## src/rtl/bser_pkg.sv

```systemverilog
package bser_pkg;
    typedef enum logic [1:0] {
        ST_LOCKED = 2'd0,
        ST_ARMED  = 2'd1,
        ST_SLIP   = 2'd2
    } align_st_e;
endpackage

```

## src/rtl/bser_phase_ctr.sv

```systemverilog
module bser_phase_ctr #(
    parameter int W = 3,
    parameter logic [W-1:0] LOAD_VAL = '0
) (
    input  logic         clk,
    input  logic         rst_n,
    input  logic         load,
    output logic [W-1:0] cnt,
    output logic         bclk
);
    always_ff @(posedge clk or negedge rst_n) begin
        if (!rst_n)
            cnt <= '0;
        else if (load)
            cnt <= LOAD_VAL;
        else
            cnt <= cnt + 1'b1;
    end

    // high during the first half of the byte period
    assign bclk = ~cnt[W-1];
endmodule

```

## src/rtl/bser_align_fsm.sv

```systemverilog
module bser_align_fsm
    import bser_pkg::*;
(
    input  logic      clk,
    input  logic      rst_n,
    input  logic      sync_req,
    input  logic      byte_stb,
    input  logic      xfer,
    output logic      reload,
    output logic      blank,
    output align_st_e st
);
    align_st_e st_nx;
    logic      sync_q;
    logic      sync_rise;

    assign sync_rise = sync_req & ~sync_q;

    always_ff @(posedge clk or negedge rst_n) begin
        if (!rst_n) begin
            st     <= ST_LOCKED;
            sync_q <= 1'b0;
        end else begin
            st     <= st_nx;
            sync_q <= sync_req;
        end
    end

    always_comb begin
        st_nx = st;
        unique case (st)
            ST_LOCKED: if (sync_rise) st_nx = ST_ARMED;
            ST_ARMED:  if (byte_stb)  st_nx = ST_SLIP;
            ST_SLIP:   if (xfer)      st_nx = ST_LOCKED;
            default:                  st_nx = ST_LOCKED;
        endcase
    end

    always_comb begin
        reload = 1'b0;
        blank  = 1'b0;
        unique case (st)
            ST_LOCKED: ;
            ST_ARMED:  reload = byte_stb;
            ST_SLIP:   blank  = 1'b1;
            default:   ;
        endcase
    end
endmodule

```

## src/rtl/bser_shift_path.sv

```systemverilog
module bser_shift_path #(
    parameter int LANES = 8
) (
    input  logic             clk,
    input  logic             rst_n,
    input  logic             byte_stb,
    input  logic [LANES-1:0] byte_in,
    input  logic             xfer,
    input  logic             blank,
    output logic             ser_out
);
    logic [LANES-1:0] in_q;
    logic [LANES-1:0] sh_q;

    always_ff @(posedge clk or negedge rst_n) begin
        if (!rst_n) begin
            in_q <= '0;
            sh_q <= '0;
        end else begin
            if (byte_stb)
                in_q <= byte_in;
            if (xfer)
                sh_q <= in_q;
            else
                sh_q <= {1'b0, sh_q[LANES-1:1]};
        end
    end

    assign ser_out = blank ? 1'b0 : sh_q[0];
endmodule

```

## src/rtl/byte_serializer_align.sv

```systemverilog
module byte_serializer_align
    import bser_pkg::*;
#(
    parameter int LANES = 8,
    parameter int LEAD  = 4
) (
    input  logic             clk,
    input  logic             rst_n,
    input  logic             byte_stb,
    input  logic [LANES-1:0] byte_in,
    input  logic             sync_req,
    output logic             ser_out,
    output logic             adj_bclk,
    output logic             ref_bclk,
    output logic             phase_err
);
    localparam int PH_W = $clog2(LANES);
    localparam logic [PH_W-1:0] XFER_PH   = PH_W'(LANES - 1);
    localparam logic [PH_W-1:0] EARLY_PH  = PH_W'(LANES - 2);
    localparam logic [PH_W-1:0] RELOAD_PH = PH_W'(LANES - LEAD);

    logic [PH_W-1:0] adj_cnt;
    logic [PH_W-1:0] ref_cnt;
    logic            xfer;
    logic            near;
    logic            reload;
    logic            blank;
    align_st_e       align_st;

    bser_phase_ctr #(.W(PH_W), .LOAD_VAL(RELOAD_PH)) i_adj_ctr (
        .clk(clk), .rst_n(rst_n), .load(reload), .cnt(adj_cnt), .bclk(adj_bclk)
    );

    bser_phase_ctr #(.W(PH_W), .LOAD_VAL('0)) i_ref_ctr (
        .clk(clk), .rst_n(rst_n), .load(1'b0), .cnt(ref_cnt), .bclk(ref_bclk)
    );

    bser_align_fsm i_fsm (
        .clk(clk), .rst_n(rst_n), .sync_req(sync_req), .byte_stb(byte_stb),
        .xfer(xfer), .reload(reload), .blank(blank), .st(align_st)
    );

    bser_shift_path #(.LANES(LANES)) i_path (
        .clk(clk), .rst_n(rst_n), .byte_stb(byte_stb), .byte_in(byte_in),
        .xfer(xfer), .blank(blank), .ser_out(ser_out)
    );

    assign xfer = (adj_cnt == XFER_PH);
    // capture window: one bit time either side of the transfer phase
    assign near = (adj_cnt == EARLY_PH) || (adj_cnt == XFER_PH) || (adj_cnt == '0);

    always_ff @(posedge clk or negedge rst_n) begin
        if (!rst_n)
            phase_err <= 1'b0;
        else if (byte_stb)
            phase_err <= near;
    end
endmodule

```

## config.mk

```make
export PLATFORM = sky130hd
export DESIGN_NAME = byte_serializer_align
export DESIGN_NICKNAME = d
export VERILOG_FILES = /design/src/rtl/bser_pkg.sv /design/src/rtl/bser_phase_ctr.sv /design/src/rtl/bser_align_fsm.sv /design/src/rtl/bser_shift_path.sv /design/src/rtl/byte_serializer_align.sv
export SDC_FILE = /design/constraint.sdc
export NUM_CORES = 1
export LEC_CHECK = 0
export ABC_AREA = 0
export BUFFER_PORTS_ARGS = -buffer_cell sky130_fd_sc_hd__buf_4
export CORE_MARGIN = 2
export CORE_UTILIZATION = 53
export CTS_CLUSTER_DIAMETER = 150
export DETAILED_ROUTE_END_ITERATION = 16
export GPL_ROUTABILITY_DRIVEN = 0
export HOLD_SLACK_MARGIN = 0.05
export PLACE_DENSITY = 0.78
export SYNTH_ARGS = -nofsm -noshare
export SYNTH_HDL_FRONTEND = slang
export SYNTH_SLANG_ARGS = --single-unit
export TNS_END_PERCENT = 1
```

## constraint.sdc

```tcl
create_clock -name clk -period 1.8 [get_ports clk]
set_clock_uncertainty 0.1 [all_clocks]
set_input_delay 0.09 -clock clk [delete_from_list [all_inputs] [get_ports clk]]
set_output_delay 0.09 -clock clk [all_outputs]
set_load 0.03 [all_outputs]
```

# After elaboration in Yosys (flattened, before gate mapping)
# Index checks and enable logic that the tools add are counted.
# totals
regBits	26
input_bits	12
output_inout_bits	4
wordCells	34
# op_classes
n_addsub	2
n_eq_ne	7
mux	9
bitwise	4
n_reduce_logical	5
# ops
operator	n
8-bit two-way mux	1
3-bit by 1-bit adder with 3-bit output (second input constant)	2
3-bit equality test (second input constant)	2
2-bit two-way mux	3
2-bit case mux with 3 select lines	1
2-bit by 1-bit != test with 1-bit output (second input constant)	2
3-bit logical NOT	1
1-bit two-way mux	3
3-bit two-way mux	1
1-bit NOT	3
3-bit AND reduction	1
2-bit by 1-bit equality test with 1-bit output (second input constant)	1
2-bit equality test (second input constant)	1
2-bit logical NOT	1
1-bit logical OR	2
2-bit != test (second input constant)	1
1-bit bitwise AND	1

# Longest topological paths before layout
# Gate-level depths: netlist of the first run.
# depth
word_depth	4
ltp_mapped	5
ltp_nobuf	4

# Modules after synthesis
# Synthesis of the first run repeated with hierarchy kept, for this count alone.
# hier_totals
hier_cells	71
area_unflattened_um2	1072.3
# modules_own_cells
mod	n_inst	cells_each	area_each_um2	seq_area_each_um2
bser_shift_path	1	35	660.6	400.4
bser_align_fsm	1	11	125.1	75.1
bser_phase_ctr at i_adj_ctr	1	9	116.4	75.1
bser_phase_ctr at i_ref_ctr	1	9	113.9	75.1
byte_serializer_align	1	7	56.3	25.0

# Worst setup path before layout of the first run
# Ideal clock, no wire load.
# synth_timing
kind	register to register
startpoint	register i_adj_ctr.cnt[1]
endpoint	register i_path.sh_q[0]
setup_time_ns	0.125
arrival_time_ns	1.140
required_ns	1.575
setup_slack_ns	0.435
stages_incl_launch_ff	5
path_buffers	1
synth_period_minus_slack_ns	1.365
cell_sequence	dfrtp_1 ha_1 ha_1 buf_2 mux2_2
# synth_between
elab_chain_cells	2
# synth_rtl
item	line	rtl
start, declared	bser_phase_ctr.sv:8	output logic [W-1:0] cnt,
start signal, assigned	bser_phase_ctr.sv:17	cnt <= cnt + 1'b1;
3-bit equality test	byte_serializer_align.sv:48	assign xfer = (adj_cnt == XFER_PH);
8-bit two-way mux	bser_shift_path.sv:22	if (xfer)
end signal, assigned	bser_shift_path.sv:23	sh_q <= in_q;
end signal, assigned	bser_shift_path.sv:25	sh_q <= {1'b0, sh_q[LANES-1:1]};
end, declared	bser_shift_path.sv:13	logic [LANES-1:0] sh_q;
# Every way passes these cells.
# A chain may end at the register's enable or synchronous reset.

# Worst setup path in the final report of the first run
# layout_timing
startpoint	input port byte_stb
endpoint	register i_path.in_q[5]
# layout_lines
item	line	rtl
start, declared	byte_serializer_align.sv:9	input logic byte_stb,
end signal, assigned	bser_shift_path.sv:21	in_q <= byte_in;
end, declared	bser_shift_path.sv:12	logic [LANES-1:0] in_q;
# No word-level cell between the ends.

==> results.tsv, run 1 <==
stage	metric	value	unit
outcome	outcome	finished, final reports clean	
critical_path	reg2reg_to	i_path.sh_q[5]	
flow_run	max_cap_violations	0	
synth	syn_area_per_cell	14.80	um^2
detailed_routing	vias_per_cell	4.724	
cells_and_area	nets	120	
cells_and_area	diodes	0	
global_routing	grt_max_degree	27	
clocking	root_buffer	clkbuf_4	
detailed_routing	wl_per_cell	13.19	um
synth	yosys_warnings	0	
placed_design	port_buffers	15	
critical_path	slowest_delay	570	ps
cells_and_area	final_core_util	0.7645	
critical_path	path_cells	dlygate4sd3_1, buf_4, mux2_2, dlygate4sd3_1	
synth	synth_fp_nets	86	
timing	layout_setup_ws	173.3	ps
timing	finalHoldViolCount	0	
detailed_routing	antenna_left	0	
critical_path	critPathCaptureType	flop	
placed_design	place_inst	107	
critical_path	path_class	in -> reg	
timing	setup_viol_count_final	0	
detailed_routing	vias	600	
global_routing	grt_pass1_wl	2.794	mm
die	core_area	0.001764	mm^2
cells_and_area	instances_no_fill	127	
critical_path	critPathRequiredTime	1910	ps
die	floorplan.initialDensity	0.5787	
cells_and_area	drive_gt1_frac	0.3431	
clocking	cts_hold_buf	16	
cells_and_area	final_common_cell	dfrtp_1	
critical_path	path_buf_inv	3	
detailed_routing	drtIter0Drc	4	
timing	rsz0062_at_grt	false	
timing	relSlewSlack	0.7475	
timing	final_max_slew_viol_count	0	
cells_and_area	syn_to_final_growth	32.11	%
synth	synthCells	69	
clocking	cts_tree	built	
global_routing	grt_antenna_before_repair	0	
critical_path	ff2ff_path_depth	3	
cells_and_area	design_area	0.001349	mm^2
global_routing	grt_pass1_vias	630	
detailed_routing	topRoutingLayerUsed	met4	
global_routing	grt_util_all_layers	0.1845	
timing	layout_min_cycle_time	1627	ps
die	die_w	47.89	um
synth	synth_seq_area_share	0.6373	
critical_path	start_kind	input port	
timing	tightestPinTransition	378.7	ps
placed_design	dp_hpwl	1.109	mm
detailed_routing	drc	0	
clocking	clk_pin_slew	140	ps
worst_hold_path	hold_class	in -> async	
placed_design	dpl_cell_area	0.001152	mm^2
clocking	cts_setup_buffers	0	
critical_path	crit_path_frequent_cell	dlygate4sd3_1	
die	rows	15	
clocking	clk_path_buf_depth	2	
timing	finalCritPeriodShare	0.9037	
detailed_routing	wl_met2	900	um
power	powerDensity	1200	mW/mm^2
critical_path	path_max_fanout	12	
clocking	clock_latency	310	ps
detailed_routing	drt-met1-wl	704	um
detailed_routing	drtPass1Iterations	2	
power	peakVddDrop	0.8617	mV
clocking	clkSinkCount	26	
critical_path	r2r_start	i_adj_ctr.cnt[1]	
timing	setup_tns	0	ps
timing	hold_ws	104.7	ps
power	power.leakage	0.6550	nW
critical_path	worstSetupStartpoint	byte_stb	
critical_path	crit_family	buffers and inverters	
critical_path	critPathSlowestCell	dlygate4sd3_1	
cells_and_area	mostFrequentLayoutCells	dfrtp_1 (26), dlygate4sd3_1 (16), mux2_2 (15), buf_4 (15), inv_1 (6)	
clocking	cts-htree-levels	1	
detailed_routing	routed_wl	1.675	mm
synth	ys_ff_latch	26	
die	ios	16	
synth	synth_cell_types	17	
critical_path	cp.arrival	1730	ps
power	fin_total_pwr	1.619	mW
synth	syn-cell-area	0.001021	mm^2
detailed_routing	met3_length	50	um
clocking	cts_buffers	3	
global_routing	overflow	0	
placed_design	place_ws	270.7	ps
die	fp.dieArea	0.002293	mm^2
critical_path	ff2ff_setup_slack	270	ps
timing	fmax	0.6148	GHz
die	die_y	47.89	um
clocking	post_cts_resized	0	
-- final cells by class --
| class | instances | area (um^2) |
|---|---|---|
| Sequential cell | 26 | 650.6 |
| Timing Repair Buffer | 31 | 272.8 |
| Clock buffer | 4 | 36.28 |
| Tap cell | 25 | 31.28 |
| Inverter | 6 | 22.52 |
| Fill cell | 130 | 415.4 |
| Multi-Input combinational cell | 35 | 335.3 |
-- metal layers --
metal | vias to the layer above | track usage
li1 | 290 | -
met1 | 299 | 0.2274
met2 | 9 | 0.3227
met3 | 2 | 0.04528
met4 | 0 | 0.04865
met5 | - | 0
-- how the worst max path moves through the flow --
stage                                end  depth (start not counted)
after global placement    i_path.sh_q[5]                          3
after detailed placement  i_path.sh_q[5]                          3
after CTS                 i_path.in_q[0]                          4
after floorplan           i_path.sh_q[0]                          4
after global routing      i_path.in_q[4]                          4
final                     i_path.in_q[5]                          4
-- registers in the layout, indices dropped and copies added, names as in the netlist --
register and flops:
i_adj_ctr.cnt 3, i_ref_ctr.cnt 3, i_fsm.st 2, i_path.sh_q 8, i_path.in_q 8, phase_err 1, i_fsm.sync_q 1
-- synth_stat cells --
master / count / area share
dfrtp_1: 26 / 0.64
mux2_2: 15 / 0.17
inv_1: 6 / 0.022
ha_1: 5 / 0.061
and2_1: 4 / 0.025
nand2b_1: 2 / 0.012
a21oi_2: 1 / 0.0086
a31oi_1: 1 / 0.0061
buf_2: 1 / 0.0049
buf_4: 1 / 0.0074
mux2i_1: 1 / 0.0098
nand3b_1: 1 / 0.0074
nor2_1: 1 / 0.0037
o21ai_0: 1 / 0.0049
or2b_1: 1 / 0.0074
or3b_1: 1 / 0.0086
xor2_1: 1 / 0.0086
-- power by group --
| part | internal [mW] | total (mW) | leakage, nW | switching, mW |
|---|---|---|---|---|
| Sequential | 0.735 | 0.810 | 0.320 | 0.0744 |
| Clock | 0.123 | 0.286 | 0.0210 | 0.162 |
| Combinational | 0.281 | 0.524 | 0.314 | 0.242 |
-- cells by family after synthesis --
family	share of synthesized area
flip-flops	0.6373
adder cells (fa/ha/maj)	0.06127
XOR/XNOR	0.008580
AO/OA/AOI/OAI	0.01961
multiplexers	0.1752
buffers and inverters	0.03431
AND/OR/NAND/NOR	0.06372
Note: power is estimated with default switching activity, not from simulation.
==> inputs of run 2 (changes only) <==
ABC_AREA = 1   (was 0)
CTS_CLUSTER_SIZE = 20   (was default)
==> results.tsv, run 2 <==
stage	metric	value	unit
synth	yosys_warnings	0	
synth	ys_async_sr_fraction	1.000	
placed_design	port_buffers	15	
clocking	clkSinkCount	26	
power	peakVddDrop	0.9834	mV
synth	synth.top_cells.by_count	dfrtp_1 (26), nand2_1 (25), inv_1 (20), o21ai_0 (13), ha_1 (5)	
timing	hold_ws	99.09	ps
cells_and_area	drive_gt1_frac	0.1667	
clocking	cts_tree	built	
detailed_routing	routed_wl	1.884	mm
detailed_routing	drtIter0Drc	16	
timing	setup_tns	0	ps
critical_path	path_max_fanout	20	
synth	synthCells	104	
clocking	cts_setup_buffers	0	
critical_path	r2r_start	i_adj_ctr.cnt[1]	
clocking	clock_latency	320	ps
detailed_routing	antenna_left	0	
cells_and_area	mostFrequentLayoutCells	dfrtp_1 (26), nand2_1 (25), inv_1 (20)	
flow_run	max_cap_violations	0	
clocking	cts_hold_buf	18	
clocking	root_buffer	clkbuf_4	
die	core_area	0.001922	mm^2
critical_path	ff2ff_path_depth	6	
power	power.leakage	0.7336	nW
critical_path	critPathRequiredTime	1900	ps
global_routing	grt_pass1_wl	3.256	mm
synth	synth_fp_nets	121	
synth	synth_area_leader_cell	dfrtp_1	
timing	fmax	0.6934	GHz
clocking	clk_path_buf_depth	2	
critical_path	worstSetupStartpoint	byte_stb	
die	die_w	48.56	um
clocking	clk_pin_slew	140	ps
synth	yosysMostFrequentCell	dfrtp_1	
critical_path	cp.arrival	1550	ps
timing	setup_viol_count_final	0	
critical_path	start_kind	input port	
detailed_routing	vias	792	
global_routing	grt_antenna_before_repair	0	
timing	tightestPinTransition	320.2	ps
clocking	cts-htree-levels	1	
timing	layout_min_cycle_time	1442	ps
global_routing	grt_pass1_vias	767	
cells_and_area	diodes	0	
placed_design	dp_hpwl	1.201	mm
die	ios	16	
outcome	outcome	finished, final reports clean	
cells_and_area	instances_no_fill	165	
cells_and_area	final_common_cell	dfrtp_1	
global_routing	grt_max_degree	27	
die	fp.dieArea	0.002358	mm^2
cells_and_area	final_core_util	0.7220	
clocking	post_cts_resized	0	
detailed_routing	drtPass1Iterations	5	
synth	ys_top_cells_by_area	dfrtp_1 (62%), nand2_1 (8.9%), inv_1 (7.1%)	
cells_and_area	fill_cells	148	
cells_and_area	syn_to_final_growth	31.87	%
synth	yosys.area.top_type_share	0.6183	
timing	finalCritPeriodShare	0.8012	
timing	finalHoldViolCount	0	
critical_path	reg2reg_to	phase_err	
timing	final_max_slew_viol_count	0	
synth	synth_cell_types	16	
placed_design	place_inst	143	
timing	rsz0062_at_grt	false	
global_routing	grt_util_all_layers	0.1807	
synth	syn-cell-area	0.001052	mm^2
cells_and_area	nets	156	
cells_and_area	reg_top3	i_path.in_q (8), i_path.sh_q (8)	
synth	synth_flop_cell	dfrtp_1	
synth	synth_seq_area_share	0.6183	
die	rows	16	
detailed_routing	vias_per_cell	4.800	
critical_path	critPathCaptureType	flop	
die	die_y	48.56	um
critical_path	path_class	in -> reg	
clocking	cts_buffers	3	
synth	syn_area_per_cell	10.12	um^2
die	floorplan.initialDensity	0.5475	
global_routing	overflow	0	
power	powerDensity	1154	mW/mm^2
worst_hold_path	hold_class	in -> async	
critical_path	worstSetupEndpoint	i_path.in_q[3]	
detailed_routing	drc	0	
critical_path	ff2ff_setup_slack	360	ps
timing	relSlewSlack	0.7865	
detailed_routing	wl_per_cell	11.42	um
synth	ys_ff_latch	26	
synth	synth_edf_count	0	
## run 2: changes by cell type after synthesis, moves of 2 or more
cell      before  now
mux2_2        15    0
inv_1          6   20
nand2_1        0   25
and2_1         4    0
nand2b_1       2    0
nor2_1         1    3
buf_6          0    2
o21ai_2        0    2
o21ai_0        1   13
## run 2: worst min path at each step
stage,startpoint,to,slack (ps),depth (start not counted)
after floorplan,rst_n,i_adj_ctr.cnt[0],-310,0
after global placement,rst_n,i_ref_ctr.cnt[2],-90,1
after detailed placement,rst_n,i_ref_ctr.cnt[2],-90,1
after CTS,rst_n,i_ref_ctr.cnt[2],100,2
after global routing,rst_n,i_path.sh_q[1],130,2
final,rst_n,i_ref_ctr.cnt[1],100,2
## run 2: logic make-up (layout without fill, tap and decap cells)
| kind of cell | Yosys count | in the layout | synth area share |
|---|---|---|---|
| DFF | 26 | 26 | 0.6183 |
| xor gates and xnor gates | 1 | 1 | 0.008325 |
| and+or+nand+nor | 32 | 32 | 0.1272 |
| adders and majority gates | 5 | 5 | 0.05945 |
| buffers and inverters | 24 | 58 | 0.1011 |
| AOI/OAI and AO/OA | 16 | 16 | 0.08562 |
## run 2: final cells by class
cell class	count	area, um^2	area share
Timing Repair Buffer	33	292.8	0.2110
Sequential cell	26	650.6	0.4689
Clock buffer	4	36.28	0.02615
Tap cell	27	33.78	0.02435
Inverter	21	78.83	0.05681
Multi-Input combinational cell	54	295.3	0.2128
## run 2: per-stage QoR
stage / total power, mW / area (um^2) / worst slack (ps)
floorplan: 1.161 / 1052 / 485.0
global placement: 1.267 / 1171 / 441.5
detailed placement: 1.299 / 1171 / 365.1
CTS: 1.615 / 1388 / 348.7
global route: 1.719 / 1388 / 291.7
finish: 1.601 / 1388 / 357.8
## run 2: worst max-delay path: stages
cell and delay (ps):
dlygate4sd3_1 540, buf_4 200, nand2_1 90, dlygate4sd3_1 550
o21ai_0 80
## run 2: per-layer routing
metal | global-route usage | part of all wire
met1 | 0.2204 | 0.40
met2 | 0.3218 | 0.56
met3 | 0.02778 | 0.025
met4 | 0.07143 | 0.019
met5 | 0 | 0
## run 2: report_power, final
part / internal (mW) / total [mW] / leakage (nW) / switching (mW)
Sequential: 0.730 / 0.800 / 0.326 / 0.0699
Combinational: 0.206 / 0.513 / 0.387 / 0.307
Clock: 0.124 / 0.288 / 0.0210 / 0.165
